`src/rtl/sem_pkg.sv`:
```
`timescale 1ns/1ps
package sem_pkg;
  typedef enum logic [1:0] {
    OWN_FREE = 2'd0,
    OWN_L    = 2'd1,
    OWN_R    = 2'd2
  } owner_e;

  typedef struct packed {
    logic wr;
    logic rd;
    logic bad;
    logic wbit;
  } port_cmd_t;
endpackage

```
`src/rtl/sem_port.sv`:
```
`timescale 1ns/1ps
module sem_port
  import sem_pkg::*;
#(
  parameter int N_FLAGS = 8,
  parameter int DATA_W  = 16,
  localparam int AW     = $clog2(N_FLAGS)
) (
  input  logic              clk_i,
  input  logic              rst_ni,
  input  logic              ce_ni,
  input  logic              we_ni,
  input  logic              oe_ni,
  input  logic              ub_ni,
  input  logic              lb_ni,
  input  logic              sem_ni,
  input  logic [AW-1:0]     addr_i,
  input  logic [DATA_W-1:0] data_i,
  input  logic [N_FLAGS-1:0] own_i,
  output logic [N_FLAGS-1:0] req_o,
  output logic [N_FLAGS-1:0] rel_o,
  output logic [DATA_W-1:0] data_o,
  output logic              err_o
);
  port_cmd_t cmd;
  logic      mem_idle;
  logic      unused_hi;

  assign unused_hi = ^data_i[DATA_W-1:1];
  assign mem_idle  = ce_ni | (ub_ni & lb_ni);

  always_comb begin
    cmd.wr   = ~sem_ni & mem_idle & ~we_ni;
    cmd.rd   = ~sem_ni & mem_idle & we_ni & ~oe_ni;
    cmd.bad  = ~sem_ni & ~mem_idle;
    cmd.wbit = data_i[0];
  end

  always_comb begin
    for (int i = 0; i < N_FLAGS; i++) begin
      req_o[i] = cmd.wr & ~cmd.wbit & (addr_i == AW'(i));
      rel_o[i] = cmd.wr &  cmd.wbit & (addr_i == AW'(i));
    end
  end

  always_ff @(posedge clk_i or negedge rst_ni) begin
    if (!rst_ni) begin
      data_o <= '1;
      err_o  <= 1'b0;
    end else begin
      err_o <= cmd.bad;
      if (cmd.rd) data_o <= {DATA_W{~own_i[addr_i]}};
    end
  end
endmodule

```
`src/rtl/sem_flag_cell.sv`:
```
`timescale 1ns/1ps
module sem_flag_cell
  import sem_pkg::*;
(
  input  logic clk_i,
  input  logic rst_ni,
  input  logic req_l_i,
  input  logic rel_l_i,
  input  logic req_r_i,
  input  logic rel_r_i,
  output logic own_l_o,
  output logic own_r_o
);
  owner_e owner_q, owner_d;
  logic   pend_l_q, pend_r_q, pend_l_d, pend_r_d;
  logic   want_l, want_r, keep_l, keep_r;

  always_comb begin
    want_l = (pend_l_q | req_l_i) & ~rel_l_i;
    want_r = (pend_r_q | req_r_i) & ~rel_r_i;
    keep_l = (owner_q == OWN_L) & ~rel_l_i;
    keep_r = (owner_q == OWN_R) & ~rel_r_i;
    // holder keeps; otherwise left has priority over right
    if (keep_l)      owner_d = OWN_L;
    else if (keep_r) owner_d = OWN_R;
    else if (want_l) owner_d = OWN_L;
    else if (want_r) owner_d = OWN_R;
    else             owner_d = OWN_FREE;
    pend_l_d = want_l & (owner_d != OWN_L);
    pend_r_d = want_r & (owner_d != OWN_R);
  end

  always_ff @(posedge clk_i or negedge rst_ni) begin
    if (!rst_ni) begin
      owner_q  <= OWN_FREE;
      pend_l_q <= 1'b0;
      pend_r_q <= 1'b0;
    end else begin
      owner_q  <= owner_d;
      pend_l_q <= pend_l_d;
      pend_r_q <= pend_r_d;
    end
  end

  assign own_l_o = (owner_q == OWN_L);
  assign own_r_o = (owner_q == OWN_R);
endmodule

```
`src/rtl/sem_bank.sv`:
```
`timescale 1ns/1ps
module sem_bank #(
  parameter int N_FLAGS = 8,
  parameter int DATA_W  = 16,
  localparam int AW     = $clog2(N_FLAGS)
) (
  input  logic              clk_i,
  input  logic              rst_ni,
  input  logic              l_ce_ni,
  input  logic              l_we_ni,
  input  logic              l_oe_ni,
  input  logic              l_ub_ni,
  input  logic              l_lb_ni,
  input  logic              l_sem_ni,
  input  logic [AW-1:0]     l_addr_i,
  input  logic [DATA_W-1:0] l_data_i,
  output logic [DATA_W-1:0] l_data_o,
  output logic              l_err_o,
  input  logic              r_ce_ni,
  input  logic              r_we_ni,
  input  logic              r_oe_ni,
  input  logic              r_ub_ni,
  input  logic              r_lb_ni,
  input  logic              r_sem_ni,
  input  logic [AW-1:0]     r_addr_i,
  input  logic [DATA_W-1:0] r_data_i,
  output logic [DATA_W-1:0] r_data_o,
  output logic              r_err_o
);
  logic [N_FLAGS-1:0] own_l, own_r;
  logic [N_FLAGS-1:0] req_l, rel_l, req_r, rel_r;

  sem_port #(.N_FLAGS(N_FLAGS), .DATA_W(DATA_W)) u_port_l (
    .clk_i, .rst_ni,
    .ce_ni(l_ce_ni), .we_ni(l_we_ni), .oe_ni(l_oe_ni),
    .ub_ni(l_ub_ni), .lb_ni(l_lb_ni), .sem_ni(l_sem_ni),
    .addr_i(l_addr_i), .data_i(l_data_i), .own_i(own_l),
    .req_o(req_l), .rel_o(rel_l), .data_o(l_data_o), .err_o(l_err_o)
  );

  sem_port #(.N_FLAGS(N_FLAGS), .DATA_W(DATA_W)) u_port_r (
    .clk_i, .rst_ni,
    .ce_ni(r_ce_ni), .we_ni(r_we_ni), .oe_ni(r_oe_ni),
    .ub_ni(r_ub_ni), .lb_ni(r_lb_ni), .sem_ni(r_sem_ni),
    .addr_i(r_addr_i), .data_i(r_data_i), .own_i(own_r),
    .req_o(req_r), .rel_o(rel_r), .data_o(r_data_o), .err_o(r_err_o)
  );

  for (genvar g = 0; g < N_FLAGS; g++) begin : g_flag
    sem_flag_cell u_cell (
      .clk_i, .rst_ni,
      .req_l_i(req_l[g]), .rel_l_i(rel_l[g]),
      .req_r_i(req_r[g]), .rel_r_i(rel_r[g]),
      .own_l_o(own_l[g]), .own_r_o(own_r[g])
    );
  end
endmodule

```
`config.mk`:
```
export PLATFORM = sky130hd
export DESIGN_NAME = sem_bank
export DESIGN_NICKNAME = d
export VERILOG_FILES = /design/src/rtl/sem_pkg.sv /design/src/rtl/sem_port.sv /design/src/rtl/sem_flag_cell.sv /design/src/rtl/sem_bank.sv
export SDC_FILE = /design/constraint.sdc
export NUM_CORES = 1
export LEC_CHECK = 0
export ABC_AREA = 0
export CAP_MARGIN = 10
export CORE_UTILIZATION = 49
export DETAILED_ROUTE_END_ITERATION = 10
export GPL_ROUTABILITY_DRIVEN = 0
export MAX_ROUTING_LAYER = met4
export PLACE_DENSITY = 0.9
export RECOVER_POWER = 25
export SYNTH_ARGS = -nofsm -noshare
export SYNTH_HDL_FRONTEND = slang
export SYNTH_SLANG_ARGS = --single-unit
```
`constraint.sdc`:
```
create_clock -name clk_i -period 2.15 [get_ports clk_i]
set_clock_uncertainty 0.05 [all_clocks]
set_input_delay 0.43 -clock clk_i [delete_from_list [all_inputs] [get_ports clk_i]]
set_output_delay 0.43 -clock clk_i [all_outputs]
set_load 0.01 [all_outputs]
```
==> summary.txt, run 1 <==
outcome = finished, final reports clean
CP required = 2.28 ns
post-route cell area = 0.00326 sq mm
slowest cell delay on critical path = 0.55 ns
initial antenna violation count = 0
setup tns final = 0 ns
CTS Buf Count = 5
gr usage total = 26.6%
Hold Path Origin = g_flag[1].u_cell.pend_r_q
# IOs = 86
Crit path arrival time = 2.24 ns
Peak VDD IR = 0.412 mV
clock-pin slew on the worst setup and hold paths = 0.08 ns
HPWL Detailed = 4.60 mm
number of synthesized flops with an enable pin = 0
Crit. End Element = register
1st-iter DRT viols = 234
Critical R2R Capture = u_port_l.data_o[0]
class of the worst hold path = reg -> reg
CTS tree = done
PortBufs = 55
Post-Syn Instances = 236
synthesized flop and latch total = 36
Netlist Area Pre-Place = 0.00239 sq mm
Die X = 71.8 um
CP max stage cell = clkdlybuf4s50_1
Antenna Nets Post-Route = 0
drt wl/cell = 18.4 um
CTS Buffer Depth = 2
Main synth FF type = dfrtp_1
Peak Freq = 476 MHz
Root Driver = clkbuf_8
first-pass GRT wire length = 10.2 mm
Initial Util = 50.9%
Worst R2R Start = g_flag[7].u_cell.owner_q[0]
reg2reg path depth = 4
vias in the first global route = 2,163
Slew @ Worst Pin = 0.905 ns
Async S/R FF share, synth = 100%
Setup crit start kind = input pin
P&R area growth vs syn = 36.6%
DR vias = 2,248
Crit Path Class = in -> reg
ANT cells = 0
share of cells above drive strength 1 = 30.7%
synthesized net count = 288
final hold vios = 0
nets@finish = 357
Row Count = 25
DR pass1 iterations = 5
Die Area = 0.00516 sq mm
max-cap violation count = 0
Chip Height = 71.8 um
largest net degree at the start of global routing = 37
r2r setup slk = 0.64 ns
H-tree levels = 2
Tmin final = 2.10 ns
# DRC = 0
Worst Hold Endpoint = g_flag[1].u_cell.pend_r_q
Pins Over Slew Limit = 0
synth unique cells = 54
drt via density = 6.24
core area = 0.00469 sq mm
DP Area = 0.00305 sq mm
sequential share of the synthesized area = 37.8%
Post-Route WL = 6.62 mm
gr ovfl total = 0
crit-path max FO = 8
Hold Path Depth = 2
Post-Syn Area per Cell = 10.1 sq um
relative slew slack = 39.7%
P_leak = 1.34 nW
pwr dens = 763 mW/mm^2
Setup Buffers After CTS = 0
clk sinks = 36
Syn. warnings = 0
crit-path cells = clkdlybuf4s50_1, or2_2, o41ai_1, o31ai_4, a21boi_0
post-route clock period utilization = 97.8%
clk_lat worst skew = 0.30 ns
# fillers = 311
Final setup viols = 0
-- placed cells by master (no fill, tap or decap), types with 4 or more instances in the layout --
| master | count |
|---|---|
| a21oi_1 | 5 |
| buf_4 | 47 |
| clkbuf_8 | 5 |
| clkdlybuf4s50_1 | 53 |
| dfrtp_1 | 34 |
| mux2_2 | 4 |
| mux4_2 | 4 |
| nand2_1 | 8 |
| nand2b_1 | 4 |
| nand3_1 | 9 |
| nand4_1 | 10 |
| nor2_1 | 9 |
| nor2b_1 | 18 |
| nor3_1 | 5 |
| nor3b_1 | 5 |
| nor4_1 | 4 |
| o21ai_0 | 6 |
-- through the flow --
step	setup slack (ns)	hold WS, ns	total power, mW	utilization [%]	instances
6_report	0.0472	0.476	2.49	69.5	360
3_5_place_dp	-0.330	0.464	1.93	65.0	352
5_1_grt	-0.00862	0.491	2.61	69.5	360
2_1_floorplan	0.270	0.0844	1.57	-	236
3_3_place_gp	-0.298	0.456	1.90	65.0	352
4_1_cts	0.00335	0.472	2.43	67.5	360
-- routing by layer --
| metal | GRT usage (%) | part of all wire (%) |
|---|---|---|
| met2 | 43.6 | 50 |
| met1 | 31.3 | 39 |
| met4 | 12.6 | 3.4 |
| met5 | - | 0 |
| met3 | 5.49 | 6.8 |
-- power by group --
part	internal, mW	total, mW	switching, mW
Combinational	0.636	1.14	0.504
Sequential	0.780	0.865	0.0849
Clock	0.226	0.482	0.256
Total	1.64	2.49	0.845
-- sequential cells by signal, summed over array words and instances (netlist names) --
register	flops
g_flag.u_cell.owner_q	16
g_flag.u_cell.pend_l_q	8
g_flag.u_cell.pend_r_q	8
u_port_l.data_o	1
u_port_l.err_o	1
u_port_r.data_o	1
u_port_r.err_o	1
-- layout make-up --
class	count	area, sq um	area share, %
Clock inverter	3	18.8	0.575
Tap cell	54	67.6	2.07
Clock buffer	5	68.8	2.11
Timing Repair Buffer	103	911	27.9
Inverter	4	18.8	0.575
Multi-Input combinational cell	155	1270	39.0
Sequential cell	36	903	27.7
-- worst max-delay path: cells and delay by family --
kind / cells / cell delay, ns
compound gates: 3 / 0.87
buf+inv: 1 / 0.55
simple gates: 1 / 0.39
-- cells by family (layout without fill, tap and decap cells) --
logic type	Yosys count	in the layout	synth area share [%]
compound gates	56	56	19.6
buf+inv	45	115	13.9
flops	36	36	37.8
mux	10	10	6.50
simple gates	89	89	22.1
-- cell usage after synthesis (3+ instances only) --
library cell | number | area share, %
o221ai_1 | 4 | 1.5
nor3b_1 | 5 | 1.6
mux4_2 | 4 | 3.8
dfrtp_1 | 34 | 36
inv_1 | 3 | 0.47
nand4_1 | 10 | 2.6
nand2_1 | 8 | 1.3
a21oi_1 | 5 | 1.0
clkbuf_8 | 4 | 2.3
nor2_1 | 9 | 1.4
o21ai_0 | 6 | 1.3
nor3_1 | 5 | 1.0
mux2_2 | 4 | 1.9
a21boi_0 | 4 | 1.3
nand3_1 | 9 | 1.9
buf_4 | 31 | 9.7
nand2b_1 | 4 | 1.0
o41a_1 | 3 | 1.4
o31ai_2 | 4 | 2.1
o41ai_1 | 7 | 2.6
clkbuf_1 | 3 | 0.47
nor4_1 | 6 | 1.6
nor2b_1 | 18 | 4.7
-- worst max-delay path by stage --
stage           startpoint                        end  slack [ns]  cells past startpoint
2_1_floorplan     r_sem_ni  g_flag[3].u_cell.pend_r_q        0.27                      5
3_5_place_dp   r_addr_i[2]  g_flag[7].u_cell.pend_r_q       -0.33                      5
3_3_place_gp      r_sem_ni  g_flag[1].u_cell.pend_r_q       -0.30                      6
4_1_cts        r_addr_i[2]  g_flag[5].u_cell.pend_r_q       0.003                      6
6_report       l_addr_i[1]  g_flag[0].u_cell.pend_r_q        0.05                      5
5_1_grt        r_addr_i[2]  g_flag[2].u_cell.pend_r_q      -0.009                      7
-- repair_timing --
item / CTS / global route
pin swaps: 0 / 7
gates resized for setup: 4 / 15
hold buffers: 0 / 0
endpoints found under the setup margin: 6 / 10
No activity file was read; power rests on OpenSTA's default activity.
==> run 2, diff against run 1 <==
--- a/config.mk
+++ b/config.mk
@@ -7,6 +7,7 @@
 export LEC_CHECK = 0
 export ABC_AREA = 0
 export CAP_MARGIN = 10
+export CORE_ASPECT_RATIO = 0.5
 export CORE_UTILIZATION = 49
 export DETAILED_ROUTE_END_ITERATION = 10
 export GPL_ROUTABILITY_DRIVEN = 0
==> run 2 against run 1 <==
Net effect: total power rose by 5.9%; critical path depth rose by 1; sequential share of layout area fell by 0.39 points; final cell count rose by 4.2%; utilization rose by 3.5 points; worst setup slack got worse by 0.057 ns; cell area rose by 1.4%; the flow now finishes with violations (negative setup slack); wire length rose by 18%; sequential power barely moved.
==> summary.txt, run 2 (synthesis gave the netlist of run 1 again) <==
Die Area = 0.00517 sq mm
combinational power share = 44.1%
PortBufs = 55
initial antenna violation count = 0
CP max stage cell = or3_1
Seq. cell area = 903 sq um
Crit path arrival time = 2.30 ns
hold_ws = 0.474 ns
1st-iter DRT viols = 266
Internal Power = 1.76 mW
CP required = 2.29 ns
max-cap violation count = 0
CTS Buffer Depth = 2
DR vias = 2,400
pwr dens = 796 mW/mm^2
drt wl/cell = 20.8 um
Setup Buffers After CTS = 0
# DRC = 0
# IOs = 86
commonest non-fill, non-tap cell in the layout = clkdlybuf4s50_1
Pins Over Slew Limit = 0
Initial Util = 52.7%
NetSw = 874 uW
largest net degree at the start of global routing = 37
gr ovfl total = 0
CTS Buf Count = 5
vias in the first global route = 2,263
Clk pwr share = 23.0%
CTS tree = done
CP top delay family = simple AND/OR/NAND/NOR gates
Tot Pwr = 2.63 mW
Reg power frac = 32.9%
Chip Height = 51.4 um
Post-Route WL = 7.78 mm
Antenna Nets Post-Route = 0
# fillers = 271
post-route clock period utilization = 100%
relative slew slack = 37.7%
most frequent cells in the layout = clkdlybuf4s50_1 (54), buf_4 (50), dfrtp_1 (34)
crit-path cells = clkdlybuf4s50_1, or3_1, nor4_1, buf_4, o31ai_4, a21boi_1
DR pass1 iterations = 5
Setup WS post-layout = -0.00936 ns
Bufs and invs on worst path = 2
RSZ-0062 raised after global routing = yes
Crit Path Class = in -> reg
Slew @ Worst Pin = 0.935 ns
Sw Share = 33.2%
Setup crit start kind = input pin
share of cells above drive strength 1 = 32.4%
Peak Freq = 463 MHz
outcome = finished with violations
multi-input logic area = 0.00126 sq mm
ANT cells = 0
gr usage total = 30.6%
Final setup viols = 2
crit-path max FO = 7
Crit. End Element = register
Regs by FF count = g_flag.u_cell.owner_q (16), g_flag.u_cell.pend_l_q (8), g_flag.u_cell.pend_r_q (8)
core area = 0.00453 sq mm
Peak VDD IR = 0.460 mV
Root Driver = clkbuf_8
nets@finish = 360
clock-pin slew on the worst setup and hold paths = 0.08 ns
final hold vios = 0
violated checks = negative setup slack
P_leak = 1.36 nW
HPWL Detailed = 4.96 mm
clk_lat worst skew = 0.30 ns
P&R area growth vs syn = 38.6%
slowest cell delay on critical path = 0.55 ns
register bank with the most flops = g_flag.u_cell.owner_q
Tmin final = 2.16 ns
first-pass GRT wire length = 11.3 mm
max FFs per register = 16
H-tree levels = 2
Die X = 101 um
setup tns final = -0.0109 ns
clk sinks = 36
drt via density = 6.40
Row Count = 17
class of the worst hold path = reg -> reg
## run 2: cell types whose count changed in the layout (fill, tap and decap cells not counted), moves of 2 or more
cell / before / now
o41ai_1: 3 / 1
o41ai_2: 3 / 5
a32o_1: 2 / 0
buf_4: 47 / 50
a32o_2: 0 / 2
## run 2: worst paths after layout
kind,from,end,slack (ns),depth (start not counted)
worst max-delay path,l_we_ni,g_flag[3].u_cell.pend_r_q,-0.009,6
worst min-delay path,g_flag[1].u_cell.pend_r_q,g_flag[1].u_cell.pend_r_q,0.47,2
worst max register to register,g_flag[6].u_cell.owner_q[1],g_flag[6].u_cell.owner_q[1],0.55,4
worst min register to register,g_flag[1].u_cell.pend_r_q,g_flag[1].u_cell.pend_r_q,0.47,2
max in group asynchronous,rst_ni,g_flag[0].u_cell.owner_q[0],0.72,2
min in group asynchronous,rst_ni,g_flag[7].u_cell.pend_l_q,0.74,2
## run 2: power by group through the flow
stage | clock network, mW | logic, mW | registers, mW
after global placement | 0 | 1.03 | 0.864
after global routing | 0.630 | 1.22 | 0.887
after floorplan | 0 | 0.700 | 0.868
after CTS | 0.606 | 1.10 | 0.863
final | 0.605 | 1.16 | 0.868
after detailed placement | 0 | 1.06 | 0.876
## run 2: routing by layer
metal	GRT usage (%)	vias up	routed length, um
li1	-	1013	-
met4	18.1	0	409
met3	5.61	50	702
met2	50.6	183	3600
met1	35.8	1154	3070
met5	-	-	0
## run 2: tightest hold or removal path, cell delays in order (launching register included)
cell,delay (ns)
dfrtp_1,0.38
nand2_1,0.06
a21boi_1,0.05
## run 2: cell type report
class / count / share of cell area, %
Multi-Input combinational cell: 155 / 38.2
Timing Repair Buffer: 106 / 28.1
Sequential cell: 36 / 27.3
Tap cell: 66 / 2.50
Clock buffer: 6 / 2.19
Clock inverter: 2 / 1.06
Inverter: 4 / 0.567
## run 2: through the flow
stage                     cell area [sq um]  std cells  utilization [%]  setup slack [ns]
after floorplan                        2390        236                -             0.270
after global placement                 3090        367             68.1            -0.361
after detailed placement               3090        367             68.1            -0.421
after CTS                              3250        375             71.7           0.00292
after global routing                   3310        375             73.0           -0.0488
final                                  3310        375             73.0          -0.00936
## run 2: what timing repair did
item                       4_1_cts  5_1_grt
cloned                           0        0
hold buffers                     0        0
setup endpoints to repair        8       13
pin swaps                        0        4
gates resized for setup          8       11
